`config.mk`:
```
export PLATFORM = sky130hd
export DESIGN_NAME = ccg_unit
export DESIGN_NICKNAME = d
export VERILOG_FILES = /design/src/rtl/ccg_pkg.sv /design/src/rtl/ccg_sized_view.sv /design/src/rtl/ccg_flag_eq.sv /design/src/rtl/ccg_flag_reg.sv /design/src/rtl/ccg_unit.sv
export SDC_FILE = /design/constraint.sdc
export NUM_CORES = 1
export LEC_CHECK = 0
export ABC_CLOCK_PERIOD_IN_PS = 3850
export BUFFER_PORTS_ARGS = -buffer_cell sky130_fd_sc_hd__buf_4
export CAP_MARGIN = 20
export CORE_MARGIN = 2
export CORE_UTILIZATION = 26
export CTS_CLUSTER_DIAMETER = 80
export CTS_CLUSTER_SIZE = 40
export DETAILED_ROUTE_END_ITERATION = 10
export PLACE_DENSITY = 0.92
export RECOVER_POWER = 50
export SYNTH_ARGS = -nofsm -noshare
export SYNTH_HDL_FRONTEND = slang
export SYNTH_SLANG_ARGS = --single-unit
export TNS_END_PERCENT = 50
```
`constraint.sdc`:
```
create_clock -name clk -period 3.85 [get_ports clk]
set_input_delay 0.1925 -clock clk [delete_from_list [all_inputs] [get_ports clk]]
set_output_delay 0.1925 -clock clk [all_outputs]
set_load 0.05 [all_outputs]
```
`src/rtl/ccg_pkg.sv`:
```
package ccg_pkg;

   localparam int unsigned CCG_NUM_SIZES = 3;
   localparam int unsigned CCG_FLAG_W    = 5;

   typedef enum logic [2:0] {
      OP_ADD   = 3'd0,
      OP_ADDX  = 3'd1,
      OP_SUB   = 3'd2,
      OP_SUBX  = 3'd3,
      OP_LOGIC = 3'd4,
      OP_CLR   = 3'd5
   } ccg_op_e;

   typedef enum logic [1:0] {
      SZ_BYTE = 2'd0,
      SZ_WORD = 2'd1,
      SZ_LONG = 2'd2
   } ccg_size_e;

   typedef struct packed {
      logic x;
      logic n;
      logic z;
      logic v;
      logic c;
   } ccg_flags_t;

   // Sign-bit summary of one sized operation
   typedef struct packed {
      logic s_msb;
      logic d_msb;
      logic r_msb;
      logic r_zero;
   } ccg_view_t;

endpackage

```
`src/rtl/ccg_sized_view.sv`:
```
module ccg_sized_view
   import ccg_pkg::*;
#(
   parameter int unsigned DATA_W = 32
) (
   input  logic [1:0]        size_i,
   input  logic [DATA_W-1:0] src_i,
   input  logic [DATA_W-1:0] dst_i,
   input  logic [DATA_W-1:0] res_i,
   output ccg_view_t         view_o,
   output logic              size_ok_o
);

   localparam int unsigned LANE_BASE = 8;
   localparam int unsigned MAX_LANE  = LANE_BASE << (CCG_NUM_SIZES - 1);

   if (DATA_W < MAX_LANE) begin : g_bad_width
      $error("ccg_sized_view: DATA_W must cover the widest size");
   end

   ccg_view_t lane_view [CCG_NUM_SIZES];

   // One lane per supported size: byte, word, long
   for (genvar li = 0; li < CCG_NUM_SIZES; li++) begin : g_lane
      localparam int unsigned LW = LANE_BASE << li;
      assign lane_view[li].s_msb  = src_i[LW-1];
      assign lane_view[li].d_msb  = dst_i[LW-1];
      assign lane_view[li].r_msb  = res_i[LW-1];
      assign lane_view[li].r_zero = ~|res_i[LW-1:0];
   end

   always_comb begin
      size_ok_o = 1'b1;
      view_o    = '0;
      unique case (size_i)
         SZ_BYTE: view_o = lane_view[0];
         SZ_WORD: view_o = lane_view[1];
         SZ_LONG: view_o = lane_view[2];
         default: size_ok_o = 1'b0;
      endcase
   end

endmodule

```
`src/rtl/ccg_flag_eq.sv`:
```
module ccg_flag_eq
   import ccg_pkg::*;
(
   input  logic [2:0] op_i,
   input  ccg_view_t  view_i,
   input  ccg_flags_t prev_i,
   output ccg_flags_t next_o,
   output logic       op_ok_o
);

   logic s, d, r;
   logic c_add, v_add, c_sub, v_sub;
   logic z_plain, z_sticky;

   assign s = view_i.s_msb;
   assign d = view_i.d_msb;
   assign r = view_i.r_msb;

   // Carry and overflow of an addition from the sign bits
   assign c_add = (s & d) | (~r & d) | (s & ~r);
   assign v_add = (s & d & ~r) | (~s & ~d & r);

   // Borrow and overflow of destination minus source
   assign c_sub = (s & ~d) | (r & ~d) | (s & r);
   assign v_sub = (~s & d & ~r) | (s & ~d & r);

   assign z_plain  = view_i.r_zero;
   assign z_sticky = prev_i.z & view_i.r_zero;

   always_comb begin
      next_o  = prev_i;
      op_ok_o = 1'b1;
      unique case (op_i)
         OP_ADD, OP_ADDX: begin
            next_o.c = c_add;
            next_o.x = c_add;
            next_o.v = v_add;
            next_o.n = r;
            next_o.z = (op_i == OP_ADDX) ? z_sticky : z_plain;
         end
         OP_SUB, OP_SUBX: begin
            next_o.c = c_sub;
            next_o.x = c_sub;
            next_o.v = v_sub;
            next_o.n = r;
            next_o.z = (op_i == OP_SUBX) ? z_sticky : z_plain;
         end
         OP_LOGIC: begin
            next_o.c = 1'b0;
            next_o.v = 1'b0;
            next_o.n = r;
            next_o.z = z_plain;
         end
         OP_CLR: begin
            next_o.c = 1'b0;
            next_o.v = 1'b0;
            next_o.n = 1'b0;
            next_o.z = 1'b1;
         end
         default: op_ok_o = 1'b0;
      endcase
   end

endmodule

```
`src/rtl/ccg_flag_reg.sv`:
```
module ccg_flag_reg
   import ccg_pkg::*;
#(
   parameter ccg_flags_t RESET_VAL = '0
) (
   input  logic       clk,
   input  logic       rst_n,
   input  logic       load_i,
   input  ccg_flags_t d_i,
   output ccg_flags_t q_o
);

   always_ff @(posedge clk or negedge rst_n) begin
      if (!rst_n) begin
         q_o <= RESET_VAL;
      end else if (load_i) begin
         q_o <= d_i;
      end
   end

endmodule

```
`src/rtl/ccg_unit.sv`:
```
module ccg_unit
   import ccg_pkg::*;
#(
   parameter int unsigned DATA_W = 32
) (
   input  logic              clk,
   input  logic              rst_n,
   input  logic              valid_i,
   input  logic [2:0]        op_i,
   input  logic [1:0]        size_i,
   input  logic [DATA_W-1:0] src_i,
   input  logic [DATA_W-1:0] dst_i,
   input  logic [DATA_W-1:0] res_i,
   output logic [4:0]        flags_o
);

   if (CCG_FLAG_W != 5) begin : g_bad_flags
      $error("ccg_unit: flag register must be five bits");
   end

   ccg_view_t  view;
   ccg_flags_t flags_q;
   ccg_flags_t flags_nx;
   logic       size_ok;
   logic       op_ok;
   logic       load;

   ccg_sized_view #(
      .DATA_W (DATA_W)
   ) u_view (
      .size_i    (size_i),
      .src_i     (src_i),
      .dst_i     (dst_i),
      .res_i     (res_i),
      .view_o    (view),
      .size_ok_o (size_ok)
   );

   ccg_flag_eq u_eq (
      .op_i    (op_i),
      .view_i  (view),
      .prev_i  (flags_q),
      .next_o  (flags_nx),
      .op_ok_o (op_ok)
   );

   assign load = valid_i & size_ok & op_ok;

   ccg_flag_reg #(
      .RESET_VAL ('0)
   ) u_reg (
      .clk    (clk),
      .rst_n  (rst_n),
      .load_i (load),
      .d_i    (flags_nx),
      .q_o    (flags_q)
   );

   assign flags_o = flags_q;

endmodule

```
==> parameters.txt <==
Parameter                              Value

Outcome
  Result of the run    finished clean

Power
  Cell internal power dissipation    156 µW
  Total leakage power    0.000434 µW
  Sequential cell fraction of total power    between 20% and 30%
  Power density over the cells    ~270 nW/µm²
  Switching Fraction    about 37%
  Clock share of power    24.1%
  Total power draw    about 250 µW
  Peak ir drop on the vdd network    approximately 190 µV
  Net Switching    92.2 µW
  Combinational power share    49.2%

Floorplan
  Die Span X    a little under 50 µm
  Row count    16
  Total core area    around 1900 µm²
  Total die area    roughly 2400 µm²
  Top-Level Pins    roughly 110
  Initial standard-cell utilization of the core    around 27%
  Height of the chip    49.1 µm

Route
  Via-to-Cell Ratio    4.85
  Drt total wl    roughly 1.6 mm
  Number of nets with antenna violations after detailed routing    0
  Violation count after the first detailed-route iteration    12
  Count of vias placed by the detailed router    688
  Number of detailed-route iterations in the first pass    4
  WL per Instance    about 11 µm
  Number of remaining DRC errors    0

Timing
  Number of setup violations in the final report    0
  Transition time of the tightest slew-check pin    597 ps
  Post-layout minimum cycle time    1390 ps
  Final period utilization    between 30 and 40%
  Clock Skew    0 ps
  Pins over their slew limit    0
  Setup WS post-layout    around 2500 ps
  Total negative slack for setup checks    0 ps
  Unrepaired setup endpoints after global routing    false
  Worst slew margin relative to its limit    between 60 and 70%
  Max Freq    about 720 MHz
  Number of failing hold endpoints at the final stage    0

CTS
  Clock net sink count    5
  Post-CTS setup buffer count    0
  Clock latency on the worst-skew pair    240 ps
  CTS clock-pin slew for the worst setup and hold paths    around 40 ps
  Total CTS buffers    3
  Deepest level of the CTS H-tree    1
  TritonCTS clock tree    yes
  CTS root buf    clkbuf_4
  Longest Clk Path Bufs    2

Final layout
  Diode insertion count for antenna repair    0
  Registers with the most flip-flops    u_reg.q_o x5
  Fraction of final layout cells sized beyond drive strength 1    48.7%
  Largest Register    u_reg.q_o
  Number of flip-flops in the largest register    5
  Signed area change from the synthesized netlist to the final layout    76.6%
  Final net count    220
  Core Util, Final    between 40% and 50%
  Count of fill cells added during filler insertion    183

GRT
  Maximum number of pins on one net before global-route repair    10
  Via count of the first global-routing pass    between 600 and 700
  GRT Util Overall    13.6%
  Wire length of the first global-routing pass    roughly 2.6 mm
  GRT overflow    0
  Antenna violations before repair    0

Logic synthesis
  Seq/Total Area, Yosys    a little under a quarter
  Cell area after synthesis    529 µm²
  Number of flops mapped to enable cells by yosys    0
  Number of storage elements in the synthesis netlist    5
  Async SR Flop Fraction    100%
  Syn. warnings    0
  Instance count of the mapped netlist    63
  Yosys top cell area share    23.6%
  Mapped Avg Cell Area    about 8.4 µm²
  Syn Nets    approximately 170
  Area leader, netlist    dfrtp_1
  Number of library cell types mapped by synthesis    32
  Top cells by area, synth    dfrtp_1 24%, nor4_1 8.3%, o2bb2ai_4 5.2%
  Dominant register cell in the synthesized netlist    dfrtp_1
  Most numerous cell types in the synthesized netlist    7 x nor2_1, 7 x nor4_1, 5 x a21oi_1, 5 x dfrtp_1

Hold path
  Worst Hold Class    primary input to flip-flop
  WHS Path Cells    2
  Worst hold path endpoint    u_reg.q_o[4]
  Hold Crit Start    op_i[2]

Worst setup path
  Cell count of the worst reg-to-reg path    5
  Worst setup slack for register-to-register paths    about 2500 ps
  Cell chain of the critical path    buf_4 -> mux2i_1 -> o2bb2ai_2 -> or3_1 -> a211o_1 -> a31oi_1
  Cell count along the critical path    6
  Cell family with the largest share of critical-path delay    compound AO/OA/AOI/OAI gates
  Library cell contributing the largest single delay on the critical path    or3_1
  Arrival time worst endpoint    ~1600 ps
  Crit path max fanout    7
  Nature of the critical path startpoint    primary input
  Largest stage delay on the critical path    just under 400 ps
  Number of buffers and inverters on the critical path    1
  Crit. End Element    flip-flop
  Critical setup path kind    primary input to flip-flop
  Required time of the critical path    ~4000 ps
  Source of the worst register-to-register timing path    u_reg.q_o[2]
  Capture point of the worst reg-to-reg path    u_reg.q_o[2]

Placement
  Port-buffer cells    50
  Post-Place Setup Slack    ~2200 ps
  Hpwl dp    1.35 mm
  Weighted congestion reported at the end of routability-driven placement    0.706

Job
  MaxCap Viol Count    0
-- metrics by stage --
| step | std cells | hold slack (ps) | cell area, µm² |
|---|---|---|---|
| after global routing | 142 | 201 | 935 |
| after detailed placement | 137 | -5.27 | 910 |
| final | 142 | 209 | 935 |
| after CTS | 142 | 202 | 946 |
| after global placement | 137 | -6.71 | 910 |
| after floorplan | 63 | -103 | 529 |
-- cell families (layout without fill, tap and decap cells) --
| family | count (synthesis) | after routing | synth area share (%) |
|---|---|---|---|
| mux | 3 | 3 | 5.91 |
| flops | 5 | 5 | 23.6 |
| xor+xnor | 1 | 1 | 1.66 |
| fa+ha+maj | 1 | 1 | 1.89 |
| compound gates | 19 | 19 | 29.1 |
| simple gates | 27 | 27 | 29.6 |
| buf+inv | 7 | 59 | 8.27 |
-- placed cells by master, fill, tap and decap left out, types with 2 or more instances in the layout --
master / netlist / final
clkbuf_4: 0 / 3
nor4_1: 7 / 7
buf_4: 0 / 47
mux2i_1: 2 / 2
nand2_1: 2 / 2
a21oi_1: 5 / 5
dfrtp_1: 5 / 5
nor2_1: 7 / 7
inv_1: 4 / 4
o21ai_0: 4 / 4
o41ai_1: 3 / 3
clkbuf_1: 1 / 4
nand4_1: 2 / 2
-- what timing repair did --
action | in CTS | in global routing
hold endpoints to repair | 5 | 0
hold buffers | 1 | 0
resized for setup | 0 | 0
-- metal layers --
layer  global-route usage (%)  share of wire [%]  vias up
met5                        0                  0        -
met4                     1.43                  0        0
met3                     5.83                9.0        0
met2                     26.4                 55       29
met1                     13.6                 36      308
li1                         -                  -      351
-- worst max-delay path by stage --
stage,endpoint,from
6_report,u_reg.q_o[1],size_i[0]
5_1_grt,u_reg.q_o[1],size_i[0]
4_1_cts,u_reg.q_o[1],size_i[0]
3_5_place_dp,u_reg.q_o[1],size_i[0]
3_3_place_gp,u_reg.q_o[1],size_i[0]
2_1_floorplan,u_reg.q_o[2],u_reg.q_o[2]
-- cell type report --
type                    count  area [µm²]  area share, %
clock buffers               4        26.3           2.81
inverters                   4        15.0           1.61
multi-input cells          51         360           38.6
flip-flops and latches      5         125           13.4
well taps                  27        33.8           3.61
repair buffers             51         374           40.0
-- power by group through the flow --
| stage | Combinational [µW] | Sequential (µW) | Clock [µW] |
|---|---|---|---|
| finish | 122 | 66.4 | 59.8 |
| global route | 131 | 67.9 | 68.8 |
| CTS | 127 | 66.9 | 63.1 |
| detailed placement | 125 | 67.4 | 0 |
| global placement | 123 | 67.4 | 0 |
| floorplan | 38.7 | 97.8 | 0 |
(Power assumes the default switching activity.)
